## src/rtl/mei_cachelet_pkg.sv

```systemverilog
package mei_cachelet_pkg;
   typedef enum logic [1:0] {
      LS_INV = 2'd0,
      LS_EXC = 2'd1,
      LS_MOD = 2'd2
   } line_state_e;

   typedef enum logic [2:0] {
      F_IDLE     = 3'd0,
      F_EVICT_WB = 3'd1,
      F_CO_REQ   = 3'd2,
      F_CO_WAIT  = 3'd3,
      F_SD_WB    = 3'd4
   } ctl_state_e;
endpackage

```

## src/rtl/cachelet_tag_match.sv

```systemverilog
module cachelet_tag_match #(
   parameter int N  = 4,
   parameter int AW = 27,
   parameter int IW = 2
) (
   input  logic [N-1:0][AW-1:0] tags,
   input  logic [N-1:0]         valid,
   input  logic [AW-1:0]        probe,
   output logic                 hit,
   output logic [IW-1:0]        idx
);
   logic [N-1:0] match;

   for (genvar g = 0; g < N; g++) begin : g_cmp
      assign match[g] = valid[g] && (tags[g] == probe);
   end

   assign hit = |match;

   always_comb begin
      idx = '0;
      for (int i = 0; i < N; i++) begin
         if (match[i]) idx = IW'(i);
      end
   end
endmodule

```

## src/rtl/cachelet_victim_pick.sv

```systemverilog
module cachelet_victim_pick #(
   parameter int N  = 4,
   parameter int IW = 2
) (
   input  logic          clk,
   input  logic          rst_n,
   input  logic [N-1:0]  valid,
   input  logic          advance,
   output logic [IW-1:0] victim
);
   if (N == 1) begin : g_single
      logic unused_in;
      assign unused_in = clk ^ rst_n ^ valid[0] ^ advance;
      assign victim    = '0;
   end else begin : g_multi
      logic [IW-1:0] rr_q;
      logic [IW-1:0] first_inv;
      logic          all_valid;

      assign all_valid = &valid;

      always_comb begin
         first_inv = '0;
         for (int i = N - 1; i >= 0; i--) begin
            if (!valid[i]) first_inv = IW'(i);
         end
      end

      assign victim = all_valid ? rr_q : first_inv;

      always_ff @(posedge clk) begin
         if (!rst_n) begin
            rr_q <= '0;
         end else if (advance && all_valid) begin
            rr_q <= (rr_q == IW'(N - 1)) ? '0 : rr_q + 1'b1;
         end
      end
   end
endmodule

```

## src/rtl/cachelet_line_store.sv

```systemverilog
module cachelet_line_store #(
   parameter int N     = 4,
   parameter int IW    = 2,
   parameter int WORDS = 8,
   parameter int WW    = 32,
   parameter int OW    = 3
) (
   input  logic                clk,
   input  logic                fill_en,
   input  logic [IW-1:0]       fill_idx,
   input  logic [WORDS*WW-1:0] fill_data,
   input  logic                st_en,
   input  logic [IW-1:0]       st_idx,
   input  logic [OW-1:0]       st_word,
   input  logic [WW-1:0]       st_data,
   input  logic [IW-1:0]       rd_idx,
   input  logic [OW-1:0]       rd_word,
   output logic [WW-1:0]       rd_data,
   input  logic [IW-1:0]       wb_idx,
   output logic [WORDS*WW-1:0] wb_data
);
   localparam int LW = WORDS * WW;

   logic [LW-1:0] mem [N];

   for (genvar g = 0; g < N; g++) begin : g_line
      always_ff @(posedge clk) begin
         if (fill_en && fill_idx == IW'(g)) begin
            mem[g] <= fill_data;
         end else if (st_en && st_idx == IW'(g)) begin
            for (int w = 0; w < WORDS; w++) begin
               if (st_word == OW'(w)) mem[g][w*WW +: WW] <= st_data;
            end
         end
      end
   end

   always_comb begin
      rd_data = '0;
      for (int w = 0; w < WORDS; w++) begin
         if (rd_word == OW'(w)) rd_data = mem[rd_idx][w*WW +: WW];
      end
   end

   assign wb_data = mem[wb_idx];
endmodule

```

## src/rtl/tiny_mei_cache.sv

```systemverilog
module tiny_mei_cache
   import mei_cachelet_pkg::*;
#(
   parameter int NUM_LINES  = 4,
   parameter int ADDR_W     = 32,
   parameter int WORD_W     = 32,
   parameter int LINE_BYTES = 32,
   localparam int BPW       = WORD_W / 8,
   localparam int WORDS     = LINE_BYTES / BPW,
   localparam int LINE_W    = LINE_BYTES * 8,
   localparam int BOFS_W    = (BPW > 1) ? $clog2(BPW) : 1,
   localparam int WOFS_W    = $clog2(WORDS),
   localparam int LOFS_W    = BOFS_W + WOFS_W,
   localparam int LA_W      = ADDR_W - LOFS_W,
   localparam int IDX_W     = (NUM_LINES > 1) ? $clog2(NUM_LINES) : 1
) (
   input  logic              clk,
   input  logic              rst_n,
   input  logic              dp_valid,
   input  logic              dp_write,
   input  logic [ADDR_W-1:0] dp_addr,
   input  logic [WORD_W-1:0] dp_wdata,
   output logic              dp_ready,
   output logic [WORD_W-1:0] dp_rdata,
   output logic              co_req_valid,
   input  logic              co_req_ready,
   output logic [LA_W-1:0]   co_req_line,
   input  logic              co_resp_valid,
   input  logic [LINE_W-1:0] co_resp_data,
   output logic              wb_valid,
   input  logic              wb_ready,
   output logic [LA_W-1:0]   wb_line,
   output logic [LINE_W-1:0] wb_data,
   input  logic              sd_req,
   input  logic [LA_W-1:0]   sd_line,
   output logic              sd_ack
);
   if (NUM_LINES < 1 || NUM_LINES > 4) begin : g_bad_lines
      $error("tiny_mei_cache: NUM_LINES must lie in 1..4");
   end
   if (WORD_W % 8 != 0 || WORD_W < 16) begin : g_bad_word
      $error("tiny_mei_cache: WORD_W must be a whole number of bytes, at least 2");
   end
   if (WORDS < 2 || (WORDS & (WORDS - 1)) != 0 || LINE_BYTES % BPW != 0) begin : g_bad_line
      $error("tiny_mei_cache: a line must hold a power-of-two count of words, at least 2");
   end

   ctl_state_e               ctl;
   line_state_e              st [NUM_LINES];
   logic [NUM_LINES-1:0][LA_W-1:0] ltag;
   logic [NUM_LINES-1:0]     valid_vec;
   logic [NUM_LINES-1:0]     dirty_vec;
   logic [LA_W-1:0]          miss_line_q;
   logic [IDX_W-1:0]         vict_q;
   logic [IDX_W-1:0]         sd_idx_q;

   logic [LA_W-1:0]          dp_line;
   logic [WOFS_W-1:0]        dp_word;
   logic                     dp_hit;
   logic [IDX_W-1:0]         dp_idx;
   logic                     sd_hit;
   logic [IDX_W-1:0]         sd_idx;
   logic [IDX_W-1:0]         vict_idx;
   logic [IDX_W-1:0]         wb_idx;
   logic                     idle;
   logic                     start_miss;
   logic                     store_hit;
   logic                     fill_now;
   logic                     unused_byte_ofs;

   assign dp_line         = dp_addr[ADDR_W-1:LOFS_W];
   assign dp_word         = dp_addr[LOFS_W-1:BOFS_W];
   assign unused_byte_ofs = ^dp_addr[BOFS_W-1:0];

   for (genvar g = 0; g < NUM_LINES; g++) begin : g_flags
      assign valid_vec[g] = (st[g] != LS_INV);
      assign dirty_vec[g] = (st[g] == LS_MOD);
   end

   cachelet_tag_match #(.N(NUM_LINES), .AW(LA_W), .IW(IDX_W)) u_dp_match (
      .tags(ltag), .valid(valid_vec), .probe(dp_line), .hit(dp_hit), .idx(dp_idx)
   );

   cachelet_tag_match #(.N(NUM_LINES), .AW(LA_W), .IW(IDX_W)) u_sd_match (
      .tags(ltag), .valid(valid_vec), .probe(sd_line), .hit(sd_hit), .idx(sd_idx)
   );

   assign idle       = (ctl == F_IDLE);
   assign dp_ready   = idle && !sd_req && dp_hit;
   assign start_miss = idle && !sd_req && dp_valid && !dp_hit;
   assign store_hit  = dp_valid && dp_ready && dp_write;
   assign fill_now   = (ctl == F_CO_WAIT) && co_resp_valid;

   cachelet_victim_pick #(.N(NUM_LINES), .IW(IDX_W)) u_victim (
      .clk(clk), .rst_n(rst_n), .valid(valid_vec), .advance(start_miss), .victim(vict_idx)
   );

   assign wb_idx = (ctl == F_SD_WB) ? sd_idx_q : vict_q;

   cachelet_line_store #(
      .N(NUM_LINES), .IW(IDX_W), .WORDS(WORDS), .WW(WORD_W), .OW(WOFS_W)
   ) u_store (
      .clk(clk),
      .fill_en(fill_now), .fill_idx(vict_q), .fill_data(co_resp_data),
      .st_en(store_hit), .st_idx(dp_idx), .st_word(dp_word), .st_data(dp_wdata),
      .rd_idx(dp_idx), .rd_word(dp_word), .rd_data(dp_rdata),
      .wb_idx(wb_idx), .wb_data(wb_data)
   );

   assign co_req_valid = (ctl == F_CO_REQ);
   assign co_req_line  = miss_line_q;
   assign wb_valid     = (ctl == F_EVICT_WB) || (ctl == F_SD_WB);
   assign wb_line      = ltag[wb_idx];
   assign sd_ack       = (idle && sd_req && !(sd_hit && dirty_vec[sd_idx]))
                       || ((ctl == F_SD_WB) && wb_ready);

   always_ff @(posedge clk) begin
      if (!rst_n) begin
         ctl         <= F_IDLE;
         miss_line_q <= '0;
         vict_q      <= '0;
         sd_idx_q    <= '0;
         for (int i = 0; i < NUM_LINES; i++) begin
            st[i]   <= LS_INV;
            ltag[i] <= '0;
         end
      end else begin
         unique case (ctl)
            F_IDLE: begin
               if (sd_req) begin
                  if (sd_hit) begin
                     if (dirty_vec[sd_idx]) begin
                        sd_idx_q <= sd_idx;
                        ctl      <= F_SD_WB;
                     end else begin
                        st[sd_idx] <= LS_INV;
                     end
                  end
               end else if (start_miss) begin
                  miss_line_q <= dp_line;
                  vict_q      <= vict_idx;
                  ctl         <= dirty_vec[vict_idx] ? F_EVICT_WB : F_CO_REQ;
               end else if (store_hit) begin
                  st[dp_idx] <= LS_MOD;
               end
            end
            F_EVICT_WB: begin
               if (wb_ready) begin
                  st[vict_q] <= LS_INV;
                  ctl        <= F_CO_REQ;
               end
            end
            F_CO_REQ: begin
               if (co_req_ready) ctl <= F_CO_WAIT;
            end
            F_CO_WAIT: begin
               if (co_resp_valid) begin
                  st[vict_q]   <= LS_EXC;
                  ltag[vict_q] <= miss_line_q;
                  ctl          <= F_IDLE;
               end
            end
            F_SD_WB: begin
               if (wb_ready) begin
                  st[sd_idx_q] <= LS_INV;
                  ctl          <= F_IDLE;
               end
            end
            default: ctl <= F_IDLE;
         endcase
      end
   end
endmodule

```

## config.mk

```make
export PLATFORM = sky130hd
export DESIGN_NAME = tiny_mei_cache
export DESIGN_NICKNAME = d
export VERILOG_FILES = /design/src/rtl/mei_cachelet_pkg.sv /design/src/rtl/cachelet_tag_match.sv /design/src/rtl/cachelet_victim_pick.sv /design/src/rtl/cachelet_line_store.sv /design/src/rtl/tiny_mei_cache.sv
export SDC_FILE = /design/constraint.sdc
export NUM_CORES = 2
export LEC_CHECK = 0
export ABC_CLOCK_PERIOD_IN_PS = 5200
export BUFFER_PORTS_ARGS = -buffer_cell sky130_fd_sc_hd__buf_2
export CORE_UTILIZATION = 38
export DETAILED_ROUTE_END_ITERATION = 8
export PLACE_DENSITY = 0.57
export SLEW_MARGIN = 15
export SYNTH_ARGS = -nofsm -noshare
export SYNTH_HDL_FRONTEND = slang
export SYNTH_HIERARCHICAL = 1
export SYNTH_SLANG_ARGS = --single-unit
```

## constraint.sdc

```tcl
create_clock -name clk -period 5.2 [get_ports clk]
set_input_delay 1.04 -clock clk [delete_from_list [all_inputs] [get_ports clk]]
set_output_delay 1.04 -clock clk [all_outputs]
set_load 0.005 [all_outputs]
```

==> reports/qor.yml <==
outcome:
  status: "finished with violations"
  violations: "negative setup slack"
global_route:
  grt_start_max_net_pins: 52
  antenna_found_initial: 100
  grt_pass1_vias: 47100
  grt_pass1_wl_um: 356000
  track_usage_pct: 28.1
  overflow: 0
cts:
  cts_tree: "built"
  clockBufferDepth: 3
  cts_root_buf: "clkbuf_16"
  h-tree-depth: 4
  cts_buffers: 144
  clk_latency_ns: 0.82
  clk_pin_slew_ns: 0.06
  clock-sinks: 1176
synth:
  syn_area_um2: 67200
  syn_area_per_cell_um2: 14.7
  ys_seq_area_share_pct: 50.4
  ys_ff_latch: 1176
  synth-main-ff-cell: "edfxtp_1"
  syn_inst: 4561
  ys_types: 81
  synth_nets: 4917
  synthArstFlopShare_pct: 0
  synth_edf_count: 1032
  synth-warning-count: 6
power:
  power_mw: 22.2
  ir_drop_mv: 0.315
  p_leak_nw: 27.7
  pwr_density_cell_nw_per_um2: 266
placement:
  place_inst: 7543
  io_buffers: 698
  gp_congestion: 0.916
  dp_hpwl_um: 179000
  placedInstanceArea_um2: 76700
floorplan:
  initial_core_util_pct: 38.4
  coreArea_um2: 175000
  fp.dieH_um: 422
  die_width_um: 422
  fp.dieArea_um2: 178000
  std_cell_rows: 153
  ioPinCount: 701
sta:
  hold_slack_ns: 0.487
  maxSlewHeadroom_pct: 35.2
  rsz0062_at_grt: "yes"
  hold_viol: 0
  report.final.setup_viol: 32
  setup_ws_ns: -0.336
  finalCritPeriodShare_pct: 106
  finalMaxSlewViolations: 0
  tightest_slew_ns: 0.970
  fmax_mhz: 181
  skew_ns: 0.0370
  post-route-min-period_ns: 5.54
cells_and_area:
  multi_input_area_um2: 33100
  stdcell_count: 7912
  regArea_um2: 33900
  final_core_util_pct: 47.8
  drive_gt1_share_pct: 54.0
  final_area_um2: 83500
  nNetsFinal: 5788
  fillers: 15400
  area.growth.synth_to_final_pct: 24.3
routing:
  finalWirelength_um: 259000
  wl_per_cell_um: 32.7
  first_pass_iters: 5
  vias: 47100
  vias_per_cell: 5.95
  ant_nets: 0
  drc_errors: 0
  first_iter_violations: 4177
critical_path:
  crit_path_end_kind: "primary output"
  path_class: "in2out"
  required_ns: 4.16
  start_kind: "input pin"
  cp.arrival_ns: 4.50
  crit_fanout: 11
hold_path:
  min_path_type: "reg2reg"
run:
  maxCapViolations: 0
cell usage after synthesis (all sizes together), types with 3 or more instances:
cell        n  area share, %
o21ai      40           0.30
edfxtp   1032             46
nor4       39           0.42
nand2b     19           0.19
a211oi     28           0.31
a22o       31           0.40
xnor2     120            1.6
or4b        3          0.045
a31oi       6          0.056
clkbuf    196            1.1
a21oi     175            1.3
o32ai      33           0.44
nor3b       4          0.045
xor2       96            1.3
or3         3          0.035
nor2       29           0.19
nor2b       7          0.069
nand2     305            1.7
nand3       6          0.045
and3        3          0.028
mux4      413             14
or4         3          0.039
or2         9          0.084
or3b        4          0.052
buf       227            1.9
nor3       43           0.34
inv        13          0.073
mux2     1056             18
nand3b      7          0.078
nand4bb     3          0.050
dfxtp     144            4.3
nand4      43           0.40
o2bb2ai     5          0.065
mux2i     256            3.8
o22ai     126            1.2
through the flow:
step                setup TNS (ns)  worst slack [ns]
floorplan                   -82.79            -0.323
global placement             -7.95            -0.365
detailed placement           -8.13            -0.367
global route                -11.11            -0.404
CTS                          -3.31            -0.184
finish                       -7.53            -0.336
repair_timing:
| item | in CTS | in global routing |
|---|---|---|
| pin swaps | 34 | 37 |
| endpoints found under the hold margin | 0 | 0 |
| endpoints found under the setup margin | 32 | 33 |
| resized for setup | 189 | 105 |
| setup buffers | 32 | 37 |
| hold buffers | 0 | 0 |
| cloned | 6 | 5 |
routing by layer:
layer	global-route usage, %	up-vias	routed length, um
li1	-	20000	-
met1	33.6	24500	96900
met2	47.8	1987	129000
met3	4.08	552	15300
met4	17.4	42	16900
met5	0	-	252
cells by family (layout without fill, tap and decap cells):
kind of cell | after synthesis | after routing | synth area share (%)
AOI/OAI and AO/OA | 464 | 465 | 4.32
buffers and inverters | 438 | 1417 | 3.06
and+or+nand+nor | 541 | 542 | 3.96
other | 0 | 45 | 0
xor gates and xnor gates | 216 | 216 | 2.82
muxes | 1725 | 1725 | 35.4
adders and majority gates | 1 | 1 | 0.0186
DFF | 1176 | 1176 | 50.4
registers in the layout, summed over array words and instances, names as in the netlist:
register / flops
u_store/mem: 1024
ltag: 108
co_req_line: 27
st: 8
ctl: 3
sd_idx_q: 2
u_victim/g_multi.rr_q: 2
vict_q: 2
worst max-delay path: stages:
cell and delay, ns:
buf_2 0.16, xnor2_1 0.22, nand4_1 0.18, nor4_1 0.32, nand4_1 0.25, buf_6 0.21, a21bo_4 0.24, bufbuf_16 0.31
or4b_1 0.53, o22ai_2 0.17, nor4_2 0.06, buf_4 0.15, o32ai_4 0.44, buf_2 0.20
placed cells by master, fill, tap and decap left out, drive strengths merged, types with 7 or more instances in the layout:
cell	Yosys	routed
nand3b	7	7
nand4	43	43
nor2b	7	7
or2	9	9
nor4	39	39
nand2b	19	19
clkinv	2	62
xnor2	120	120
a211oi	28	28
edfxtp	1032	1032
o22ai	126	126
clkbuf	196	184
nor3	43	43
o21ai	40	40
mux4	413	413
a21oi	175	175
bufinv	0	7
inv	13	20
a22o	31	31
nand2	305	306
buf	227	1139
xor2	96	96
nor2	29	29
diode	0	45
o32ai	33	33
mux2i	256	256
dfxtp	144	144
mux2	1056	1056
path summary, 6_finish.rpt:
check,startpoint,end,slack [ns],depth (start not counted)
max,dp_addr[20],dp_rdata[31],-0.34,14
min,u_victim/g_multi.rr_q[1],u_victim/g_multi.rr_q[1],0.49,2
max reg2reg,ltag[77],u_store/mem[0][7],0.67,15
min reg2reg,u_victim/g_multi.rr_q[1],u_victim/g_multi.rr_q[1],0.49,2
layout make-up:
| type | instances | share of cell area, % |
|---|---|---|
| Timing Repair Buffer | 1146 | 10.6 |
| Clock buffer | 180 | 4.59 |
| Sequential cell | 1176 | 40.6 |
| Clock inverter | 76 | 0.852 |
| Antenna cell | 45 | 0.135 |
| Multi-Input combinational cell | 2949 | 39.6 |
| Tap cell | 2325 | 3.48 |
| Inverter | 15 | 0.0884 |
power breakdown:
| part | switching, mW | leakage [nW] | internal (mW) | total (mW) |
|---|---|---|---|---|
| Combinational | 1.11 | 15.0 | 0.914 | 2.03 |
| Clock | 4.27 | 2.21 | 5.60 | 9.87 |
| Sequential | 0.0354 | 10.5 | 10.3 | 10.3 |
No activity file was read; power rests on OpenSTA's default activity.
